`src/rtl/stk_pkg.sv`:
```
package stk_pkg;

    localparam int SEC_W  = 32;
    localparam int TICK_W = 16;
    localparam int FRAC_W = 4;
    localparam int CAL_W  = TICK_W + FRAC_W + 1;
    localparam int CNT_W  = TICK_W + 1;
    localparam int NIRQ   = 2;

    typedef struct packed {
        logic              fen;
        logic [FRAC_W-1:0] frac;
        logic [TICK_W-1:0] limit;
    } cal_t;

    localparam cal_t CAL_RST = cal_t'(21'h198233);

    // interrupt source index
    typedef enum int { SRC_SEC = 0, SRC_ALARM = 1 } irq_src_e;

    // register offsets (software decodes these)
    localparam logic [7:0] OFF_SET_WR = 8'h00;
    localparam logic [7:0] OFF_SET_RD = 8'h04;
    localparam logic [7:0] OFF_CAL_WR = 8'h08;
    localparam logic [7:0] OFF_CAL_RD = 8'h0C;
    localparam logic [7:0] OFF_SECS   = 8'h10;
    localparam logic [7:0] OFF_TICK   = 8'h14;
    localparam logic [7:0] OFF_ALARM  = 8'h18;
    localparam logic [7:0] OFF_STS    = 8'h20;
    localparam logic [7:0] OFF_IEN    = 8'h24;
    localparam logic [7:0] OFF_IEN_S  = 8'h28;
    localparam logic [7:0] OFF_IEN_C  = 8'h2C;
    localparam logic [7:0] OFF_CTRL   = 8'h40;

    localparam int CTRL_BAT_BIT = 31;
    localparam int CTRL_OSC_BIT = 24;

    function automatic logic [CNT_W-1:0] tick_limit(input cal_t c, input logic stretch);
        return {1'b0, c.limit} + CNT_W'(stretch);
    endfunction

endpackage

```
`src/rtl/stk_tick_gen.sv`:
```
module stk_tick_gen
    import stk_pkg::*;
(
    input  logic             clk,
    input  logic             rst,
    input  logic             osc_tick,
    input  logic             cal_wr,
    input  cal_t             cal_new,
    output cal_t             cal_q,
    output logic [CNT_W-1:0] tick_cnt,
    output logic             sec_evt
);
    logic [FRAC_W-1:0] acc_q;
    logic              stretch_q;
    logic [FRAC_W:0]   acc_sum;

    assign acc_sum = {1'b0, acc_q} + {1'b0, cal_q.frac};
    assign sec_evt = osc_tick && !cal_wr && (tick_cnt == tick_limit(cal_q, stretch_q));

    always_ff @(posedge clk) begin
        if (rst) begin
            cal_q     <= CAL_RST;
            tick_cnt  <= '0;
            acc_q     <= '0;
            stretch_q <= 1'b0;
        end else if (cal_wr) begin
            cal_q     <= cal_new;
            tick_cnt  <= '0;
            acc_q     <= '0;
            stretch_q <= 1'b0;
        end else if (osc_tick) begin
            if (sec_evt) begin
                tick_cnt <= '0;
                if (cal_q.fen) begin
                    acc_q     <= acc_sum[FRAC_W-1:0];
                    stretch_q <= acc_sum[FRAC_W];
                end else begin
                    stretch_q <= 1'b0;
                end
            end else begin
                tick_cnt <= tick_cnt + CNT_W'(1);
            end
        end
    end

    a_r5_cal_restart: assert property (@(posedge clk) disable iff (rst)
        cal_wr |=> (tick_cnt == '0));
    a_r2_evt_wrap: assert property (@(posedge clk) disable iff (rst)
        sec_evt |=> (tick_cnt == '0));
    a_r2_hold_idle: assert property (@(posedge clk) disable iff (rst)
        (!osc_tick && !cal_wr) |=> $stable(tick_cnt));

endmodule

```
`src/rtl/stk_sec_count.sv`:
```
module stk_sec_count
    import stk_pkg::*;
(
    input  logic             clk,
    input  logic             rst,
    input  logic             sec_evt,
    input  logic             set_wr,
    input  logic [SEC_W-1:0] set_data,
    input  logic             alarm_wr,
    input  logic [SEC_W-1:0] alarm_data,
    output logic [SEC_W-1:0] secs_q,
    output logic [SEC_W-1:0] set_q,
    output logic [SEC_W-1:0] alarm_q,
    output logic             alarm_hit
);
    logic pend_q;
    logic match, match_d;

    assign match     = (secs_q == alarm_q);
    assign alarm_hit = match && !match_d;

    always_ff @(posedge clk) begin
        if (rst) begin
            secs_q  <= '0;
            set_q   <= '0;
            pend_q  <= 1'b0;
            alarm_q <= '0;
            match_d <= 1'b1;
        end else begin
            match_d <= match;
            if (sec_evt) begin
                secs_q <= pend_q ? set_q : secs_q + SEC_W'(1);
                pend_q <= 1'b0;
            end
            if (set_wr) begin
                set_q  <= set_data;
                pend_q <= 1'b1;
            end
            if (alarm_wr)
                alarm_q <= alarm_data;
        end
    end

    a_r3_increment: assert property (@(posedge clk) disable iff (rst)
        (sec_evt && !pend_q) |=> (secs_q == $past(secs_q) + SEC_W'(1)));
    a_r4_staged_load: assert property (@(posedge clk) disable iff (rst)
        (sec_evt && pend_q) |=> (secs_q == $past(set_q)));
    a_r4_no_early_load: assert property (@(posedge clk) disable iff (rst)
        !sec_evt |=> $stable(secs_q));

endmodule

```
`src/rtl/stk_irq_ctrl.sv`:
```
module stk_irq_ctrl #(
    parameter int N = 2
) (
    input  logic         clk,
    input  logic         rst,
    input  logic [N-1:0] src_set,
    input  logic         clr_wr,
    input  logic         en_wr,
    input  logic         dis_wr,
    input  logic [N-1:0] wbits,
    output logic [N-1:0] sts_q,
    output logic [N-1:0] ien_q,
    output logic [N-1:0] irq
);
    for (genvar i = 0; i < N; i++) begin : g_src
        always_ff @(posedge clk) begin
            if (rst) begin
                sts_q[i] <= 1'b0;
                ien_q[i] <= 1'b0;
            end else begin
                if (src_set[i])
                    sts_q[i] <= 1'b1;
                else if (clr_wr && wbits[i])
                    sts_q[i] <= 1'b0;
                if (en_wr && wbits[i])
                    ien_q[i] <= 1'b1;
                else if (dis_wr && wbits[i])
                    ien_q[i] <= 1'b0;
            end
        end
        assign irq[i] = sts_q[i] & ien_q[i];

        a_r8_set_wins: assert property (@(posedge clk) disable iff (rst)
            src_set[i] |=> sts_q[i]);
        a_r8_w1c: assert property (@(posedge clk) disable iff (rst)
            (clr_wr && wbits[i] && !src_set[i]) |=> !sts_q[i]);
        a_r9_enable: assert property (@(posedge clk) disable iff (rst)
            (en_wr && wbits[i]) |=> ien_q[i]);
        a_r9_disable: assert property (@(posedge clk) disable iff (rst)
            (dis_wr && wbits[i]) |=> !ien_q[i]);
    end

endmodule

```
`src/rtl/sec_timekeeper.sv`:
```
module sec_timekeeper
    import stk_pkg::*;
#(
    parameter int ADDR_W = 8
) (
    input  logic              clk,
    input  logic              rst,
    input  logic              osc_tick,
    input  logic              wr_en,
    input  logic [ADDR_W-1:0] addr,
    input  logic [31:0]       wdata,
    output logic [31:0]       rdata,
    output logic              irq_sec,
    output logic              irq_alarm
);
    cal_t             cal_q;
    logic [CNT_W-1:0] tick_cnt;
    logic             sec_evt;
    logic [SEC_W-1:0] secs_q, set_q, alarm_q;
    logic             alarm_hit;
    logic [NIRQ-1:0]  sts_q, ien_q, irq_v, src_set;
    logic             bat_q, osc_q;

    logic wr_set, wr_cal, wr_alarm, wr_sts, wr_en_s, wr_en_c, wr_ctrl;

    assign wr_set   = wr_en && (addr == ADDR_W'(OFF_SET_WR));
    assign wr_cal   = wr_en && (addr == ADDR_W'(OFF_CAL_WR));
    assign wr_alarm = wr_en && (addr == ADDR_W'(OFF_ALARM));
    assign wr_sts   = wr_en && (addr == ADDR_W'(OFF_STS));
    assign wr_en_s  = wr_en && (addr == ADDR_W'(OFF_IEN_S));
    assign wr_en_c  = wr_en && (addr == ADDR_W'(OFF_IEN_C));
    assign wr_ctrl  = wr_en && (addr == ADDR_W'(OFF_CTRL));

    stk_tick_gen u_tick (
        .clk      (clk),
        .rst      (rst),
        .osc_tick (osc_tick),
        .cal_wr   (wr_cal),
        .cal_new  (cal_t'(wdata[CAL_W-1:0])),
        .cal_q    (cal_q),
        .tick_cnt (tick_cnt),
        .sec_evt  (sec_evt)
    );

    stk_sec_count u_secs (
        .clk        (clk),
        .rst        (rst),
        .sec_evt    (sec_evt),
        .set_wr     (wr_set),
        .set_data   (wdata),
        .alarm_wr   (wr_alarm),
        .alarm_data (wdata),
        .secs_q     (secs_q),
        .set_q      (set_q),
        .alarm_q    (alarm_q),
        .alarm_hit  (alarm_hit)
    );

    always_comb begin
        src_set            = '0;
        src_set[SRC_SEC]   = sec_evt;
        src_set[SRC_ALARM] = alarm_hit;
    end

    stk_irq_ctrl #(.N(NIRQ)) u_irq (
        .clk     (clk),
        .rst     (rst),
        .src_set (src_set),
        .clr_wr  (wr_sts),
        .en_wr   (wr_en_s),
        .dis_wr  (wr_en_c),
        .wbits   (wdata[NIRQ-1:0]),
        .sts_q   (sts_q),
        .ien_q   (ien_q),
        .irq     (irq_v)
    );

    assign irq_sec   = irq_v[SRC_SEC];
    assign irq_alarm = irq_v[SRC_ALARM];

    always_ff @(posedge clk) begin
        if (rst) begin
            bat_q <= 1'b0;
            osc_q <= 1'b0;
        end else if (wr_ctrl) begin
            bat_q <= wdata[CTRL_BAT_BIT];
            osc_q <= wdata[CTRL_OSC_BIT];
        end
    end

    always_comb begin
        rdata = '0;
        case (addr)
            ADDR_W'(OFF_SET_RD): rdata = set_q;
            ADDR_W'(OFF_CAL_RD): rdata = 32'(cal_q);
            ADDR_W'(OFF_SECS):   rdata = secs_q;
            ADDR_W'(OFF_TICK):   rdata = 32'(tick_cnt);
            ADDR_W'(OFF_ALARM):  rdata = alarm_q;
            ADDR_W'(OFF_STS):    rdata = 32'(sts_q);
            ADDR_W'(OFF_IEN):    rdata = 32'(ien_q);
            ADDR_W'(OFF_CTRL): begin
                rdata[CTRL_BAT_BIT] = bat_q;
                rdata[CTRL_OSC_BIT] = osc_q;
            end
            default: rdata = '0;
        endcase
    end

    a_r7_alarm_flag: assert property (@(posedge clk) disable iff (rst)
        alarm_hit |=> sts_q[SRC_ALARM]);
    a_r11_ctrl_store: assert property (@(posedge clk) disable iff (rst)
        wr_ctrl |=> (bat_q == $past(wdata[CTRL_BAT_BIT])));

endmodule

```
`config.mk`:
```
export PLATFORM = sky130hd
export DESIGN_NAME = sec_timekeeper
export DESIGN_NICKNAME = d
export VERILOG_FILES = /design/src/rtl/stk_pkg.sv /design/src/rtl/stk_tick_gen.sv /design/src/rtl/stk_sec_count.sv /design/src/rtl/stk_irq_ctrl.sv /design/src/rtl/sec_timekeeper.sv
export SDC_FILE = /design/constraint.sdc
export NUM_CORES = 1
export LEC_CHECK = 0
export BUFFER_PORTS_ARGS = -buffer_cell sky130_fd_sc_hd__buf_2
export CAP_MARGIN = 20
export CORE_UTILIZATION = 59
export CTS_BUF_LIST = sky130_fd_sc_hd__clkbuf_4
export CTS_CLUSTER_DIAMETER = 50
export CTS_CLUSTER_SIZE = 12
export DETAILED_ROUTE_END_ITERATION = 8
export HOLD_SLACK_MARGIN = 0.05
export PLACE_DENSITY = 0.83
export RECOVER_POWER = 25
export SYNTH_ARGS = -nofsm -noshare
export SYNTH_HDL_FRONTEND = slang
export SYNTH_HIERARCHICAL = 1
export SYNTH_SLANG_ARGS = --single-unit
```
`constraint.sdc`:
```
create_clock -name clk -period 4.6 [get_ports clk]
set_clock_uncertainty 0.05 [all_clocks]
set_input_delay 0.92 -clock clk [delete_from_list [all_inputs] [get_ports clk]]
set_output_delay 0.92 -clock clk [all_outputs]
set_load 0.01 [all_outputs]
```
== Word-level counts from Yosys, hierarchy flattened ==
Index checks and enable logic that the tools add are counted.

* Add/sub/neg operators: 4
* Equal/unequal tests: 13
* Multiplexer cells: 17
* Bitwise gates (word level): 2
* Reduce and logical (&&, ||, !) cells: 27

{| class="wikitable"
|+ Operator list
! operator !! number
|-
| $pmux 24 s7 || 1
|-
| $add 32x1->32 const B || 1
|-
| $eq 32x32->1 || 1
|-
| $eq 8x6->1 const B || 4
|-
| $mux 32 || 1
|-
| $eq 8x5->1 const B || 3
|-
| $pmux 6 s3 || 1
|-
| $add 16x1->17 || 1
|-
| $add 17x1->17 const B || 1
|-
| $eq 17x17->1 || 1
|-
| $mux 17 || 1
|-
| $eq 8x4->1 const B || 2
|-
| $logic_and 1x1->1 || 16
|-
| $mux 1 || 11
|-
| $reduce_bool 2->1 || 5
|-
| $eq 8x3->1 const B || 1
|-
| $eq 8x7->1 const B || 1
|-
| $logic_not 8->1 || 1
|-
| $pmux 1 s4 || 2
|-
| $add 4x4->5 || 1
|-
| $reduce_and 3->1 || 1
|-
| $and 1x1->1 || 2
|-
| $logic_not 1->1 || 2
|-
| $reduce_and 2->1 || 1
|-
| $reduce_or 2->1 || 1
|}

* Flip-flop bits (word level): 147
* Input bits: 44

== Longest topological paths before layout ==
* Word-level depth: 7
* Gate-level depth with buffers: 17
* Gate-level depth less buffers: 12

== Cells and area by module ==
Netlist, hierarchy kept.

{| class="wikitable"
|+ Modules (own cells, without submodules)
! module !! times used !! cells an instance !! area each (um^2) !! seq. area each (um^2)
|-
| stk_sec_count || 1 || 533 || 4,707.0 || 1,961.9
|-
| stk_tick_gen || 1 || 279 || 2,523.7 || 860.8
|-
| sec_timekeeper || 1 || 166 || 1,263.7 || 40.0
|-
| stk_irq_ctrl || 1 || 18 || 162.7 || 80.1
|}

== Worst setup path before layout ==
OpenSTA, ideal clock, no wires.

* Kind: input to register
* Start: input port addr[2]
* End: register u_secs.secs_q[24]
* Setup time: 0.074 ns
* Arrival time: 4.021 ns
* Data required time: 4.476 ns
* Setup slack: 0.455 ns
* Stages on the path: 15
* Cells stage by stage: buf_2 -> nor4b_4 -> clkbuf_1 -> and3_1 -> clkbuf_1 -> nand4b_1 -> a211oi_1 -> nand4_1 -> nor4_4 -> buf_6 -> clkbuf_1 -> nand2b_1 -> buf_1 -> or4_1 -> a31oi_1

* Longest elaborated chain between the ends: 5

{| class="wikitable"
|+ RTL lines
! what !! RTL line !! text
|-
| start: declaration || sec_timekeeper.sv:10 || <nowiki>input logic [ADDR_W-1:0] addr,</nowiki>
|-
| $eq 8x4->1 || sec_timekeeper.sv:27 || <nowiki>assign wr_cal = wr_en && (addr == ADDR_W'(OFF_CAL_WR));</nowiki>
|-
| $logic_and 1x1->1 || sec_timekeeper.sv:27 ||
|-
| net wr_cal || sec_timekeeper.sv:24 || <nowiki>logic wr_set, wr_cal, wr_alarm, wr_sts, wr_en_s, wr_en_c, wr_ctrl;</nowiki>
|-
| $logic_not 1->1 || stk_tick_gen.sv:18 || <nowiki>assign sec_evt = osc_tick && !cal_wr && (tick_cnt == tick_limit(cal_q, stretch_q));</nowiki>
|-
| $logic_and 1x1->1 (2 in series) || stk_tick_gen.sv:18 ||
|-
| net sec_evt || sec_timekeeper.sv:18 || <nowiki>logic sec_evt;</nowiki>
|-
| end signal: assignment || stk_sec_count.sv:32 || <nowiki>secs_q <= pend_q ? set_q : secs_q + SEC_W'(1);</nowiki>
|-
| end: declaration || stk_sec_count.sv:11 || <nowiki>output logic [SEC_W-1:0] secs_q,</nowiki>
|}

The timed path passes the listed nets, and every way through them passes these cells.
A chain may end at the register's enable or synchronous reset.

== Final worst setup path ==
* Start: input port addr[1]
* End: output port rdata[13]

* Longest elaborated chain between the ends: 2
* Elaborated cells between the ends (all ways): 8
* Those cells by class: 7 x eq/ne; 1 x mux

{| class="wikitable"
|+ RTL lines
! what !! RTL line !! text
|-
| $eq 8x6->1 (tied with other cells) || sec_timekeeper.sv:93 || <nowiki>case (addr)</nowiki>
|-
| $pmux 24 s7 (*) || sec_timekeeper.sv:93 ||
|-
| end: declaration || sec_timekeeper.sv:12 || <nowiki>output logic [31:0] rdata,</nowiki>
|}

Every way passes the cells marked *; elsewhere a longest branch is shown, timed or not.

==> results.py <==
metrics = {
    "sta": {
        "max_freq_mhz": 244,
        "setup_slack_ns": 0.510,
        "worst_slew_pin_slew_ns": 2.43,
        "finalCritPeriodShare_pct": 88.9,
        "finalHoldViolations": 0,
        "min_period_ns": 4.09,
        "hold_ws_ns": 0.420,
        "slew_headroom_pct": -62.2,
        "setup-tns-final_ns": 0,
        "final_max_slew_viol_count": 33,
        "setup_viol": 0,
        "rsz0062_at_grt": "false",
    },
    "floorplanning": {
        "ioPinCount": 78,
        "die_h_um": 123,
        "num_rows": 43,
        "die_w_um": 123,
        "start_util_pct": 61.4,
        "dieArea_mm2": 0.0152,
        "coreArea_mm2": 0.0141,
    },
    "synth": {
        "synthMuxAreaShare_pct": 11.1,
        "yosys.area_share.adder_pct": 1.39,
        "netlist-cell-type-count": 84,
        "synth_compound_area_share_pct": 17.9,
        "ys.flop_type": "dfxtp_1",
        "synth-xor-area-share_pct": 7.24,
        "synth-simple-area-share_pct": 23.1,
        "synth_warnings": 6,
        "async_reset_ff_share_pct": 0,
        "synth_top_family_by_area": "simple AND/OR/NAND/NOR gates",
        "syn_inst": 996,
        "syn_area_per_cell_um2": 8.69,
        "syn-cell-area_mm2": 0.00866,
        "ys_seq_area_share_pct": 34.0,
        "synth_edf_count": 0,
        "ys_ff_latch": 147,
        "synth_fp_nets": 1049,
    },
    "run_status": {
        "status": "finished, violations left",
        "violations": "capacitance limit, slew limit",
    },
    "setup_path": {
        "reg2reg_from": "u_tick/cal_q[0]",
        "setup.worst_path.start": "addr[1]",
        "cp.required_ns": 3.63,
        "critPathArrivalTime_ns": 3.12,
        "worstSetupEndpointType": "output pin",
        "cp_max_fo": 19,
        "startpoint_type": "input pin",
        "worstSetupPathType": "in -> out",
    },
    "final_layout": {
        "final_cell_mix": "147 x dfxtp_1, 117 x nor2_1, 94 x mux2i_1",
        "fin_nets": 1082,
        "nFillCells": 1209,
        "final_util_pct": 65.2,
        "drive_gt1_share_pct": 14.3,
        "area_delta_synth_final_pct": 6.14,
        "fin_area_mm2": 0.00919,
        "final_common_cell": "dfxtp_1",
    },
    "detailed_routing": {
        "antenna_left": 0,
        "routed_wl_um": 23800,
        "drtIter0Drc": 1006,
        "avgRoutedWirePerCell_um": 19.5,
        "num_vias": 7893,
        "dr.pass1.iters": 6,
        "viasPerCell": 6.47,
        "route.detailed.drc": 0,
    },
    "cts": {
        "clockBufferDepth": 2,
        "ctsHoldBuffers": 0,
        "cts_tree": "built",
        "cts_buffers": 17,
        "cts.sinks": 147,
        "clk_latency_ns": 0.54,
        "cts-root-buf": "clkbuf_4",
        "cts_resized": 0,
        "ctsHtreeMaxLevel": 4,
        "post_cts_buffers": 0,
        "clk_pin_slew_ns": 0.10,
    },
    "global_route": {
        "grt_usage_pct": 31.4,
        "grt_start_max_net_pins": 72,
        "grt_pass1_vias": 6997,
        "antenna_found_initial": 1,
        "grt_pass1_wl_um": 36600,
        "grt_overflow_total": 0,
    },
    "placement": {
        "pre_cts_ws_ns": 0.587,
        "hpwl_um": 16900,
        "gp_congestion": 0.881,
        "dpl-instance-area_mm2": 0.00900,
        "io_buffers": 77,
    },
    "power": {
        "irDropWorstVdd_v": 0.000249,
        "power.density_mw_per_mm2": 231,
        "leakage_nw": 3.16,
    },
    "hold_path": {
        "hp-class": "reg -> reg",
        "min_from": "bat_q",
    },
    "job": {
        "cap_violations": 1,
    },
}
-- logic make-up after synthesis --
group,Yosys count
flops,147
simple gates,372
compound gates,209
buf+inv,93
xor+xnor,70
mux,96
fa+ha+maj,9
-- power breakdown --
| part | switching [mW] | internal (mW) | leakage, nW |
|---|---|---|---|
| Combinational | 0.0836 | 0.0443 | 1.86 |
| Clock | 0.431 | 0.258 | 0.119 |
| Sequential | 0.0180 | 1.28 | 1.19 |
| Total | 0.532 | 1.59 | 3.16 |
-- metrics by stage --
stage          cells  power (mW)
2_1_floorplan    996        1.40
3_3_place_gp    1190        1.45
3_5_place_dp    1190        1.46
4_1_cts         1219        2.12
5_1_grt         1220        2.20
6_report        1220        2.12
-- critical path, cell delays in order --
cell	delay (ns)
clkbuf_1	0.24
nor4_4	0.32
clkbuf_1	0.68
and2_1	0.25
buf_4	0.27
a222oi_1	0.11
o21ai_1	0.14
buf_2	0.17
-- layout make-up --
cell class | count | area (um^2) | share of cell area (%)
Multi-Input combinational cell | 756 | 5260 | 57.2
Tap cell | 180 | 225 | 2.45
Clock inverter | 10 | 70.1 | 0.763
Sequential cell | 147 | 2940 | 32.0
Clock buffer | 19 | 143 | 1.55
Antenna cell | 1 | 2.50 | 0.0272
Timing Repair Buffer | 91 | 490 | 5.34
Inverter | 16 | 60.1 | 0.654
-- sequential cells by signal (all words and copies together) (netlist names), 2 cells and up --
signal / flops
u_tick/acc_q: 4
u_tick/cal_q: 21
u_irq/sts_q: 2
u_secs/secs_q: 32
u_secs/alarm_q: 32
u_tick/tick_cnt: 17
u_secs/set_q: 32
u_irq/ien_q: 2
-- cells in the mapped netlist (all sizes together), types with 13 or more instances --
library cell / count / share of area [%]
a21oi: 33 / 1.9
dfxtp: 147 / 34
buf: 39 / 2.8
inv: 15 / 0.65
mux2i: 94 / 11
xor2: 14 / 1.4
clkbuf: 37 / 1.7
xnor2: 55 / 5.6
a22oi: 66 / 6.1
nand3: 36 / 2.1
and3: 14 / 1.0
o211ai: 13 / 1.5
nand4: 31 / 2.7
nor2: 117 / 5.1
nand2: 84 / 3.6
o21ai: 22 / 1.4
nor3: 29 / 1.8
-- metal layers --
layer  routed length [um]  global-route usage [%]
met1                10400                    43.0
met2                10900                    48.8
met3                 1770                    5.26
met4                  723                    12.9
met5                    0                       0
-- final timing paths --
check / slack [ns] / end / cells after the start
worst max register to register: 0.72 / u_secs/secs_q[22] / 11
worst min register to register: 0.42 / bat_q / 2
worst max-delay path: 0.51 / rdata[13] / 8
worst min-delay path: 0.42 / bat_q / 2
Power figures use the tool's default switching activity.
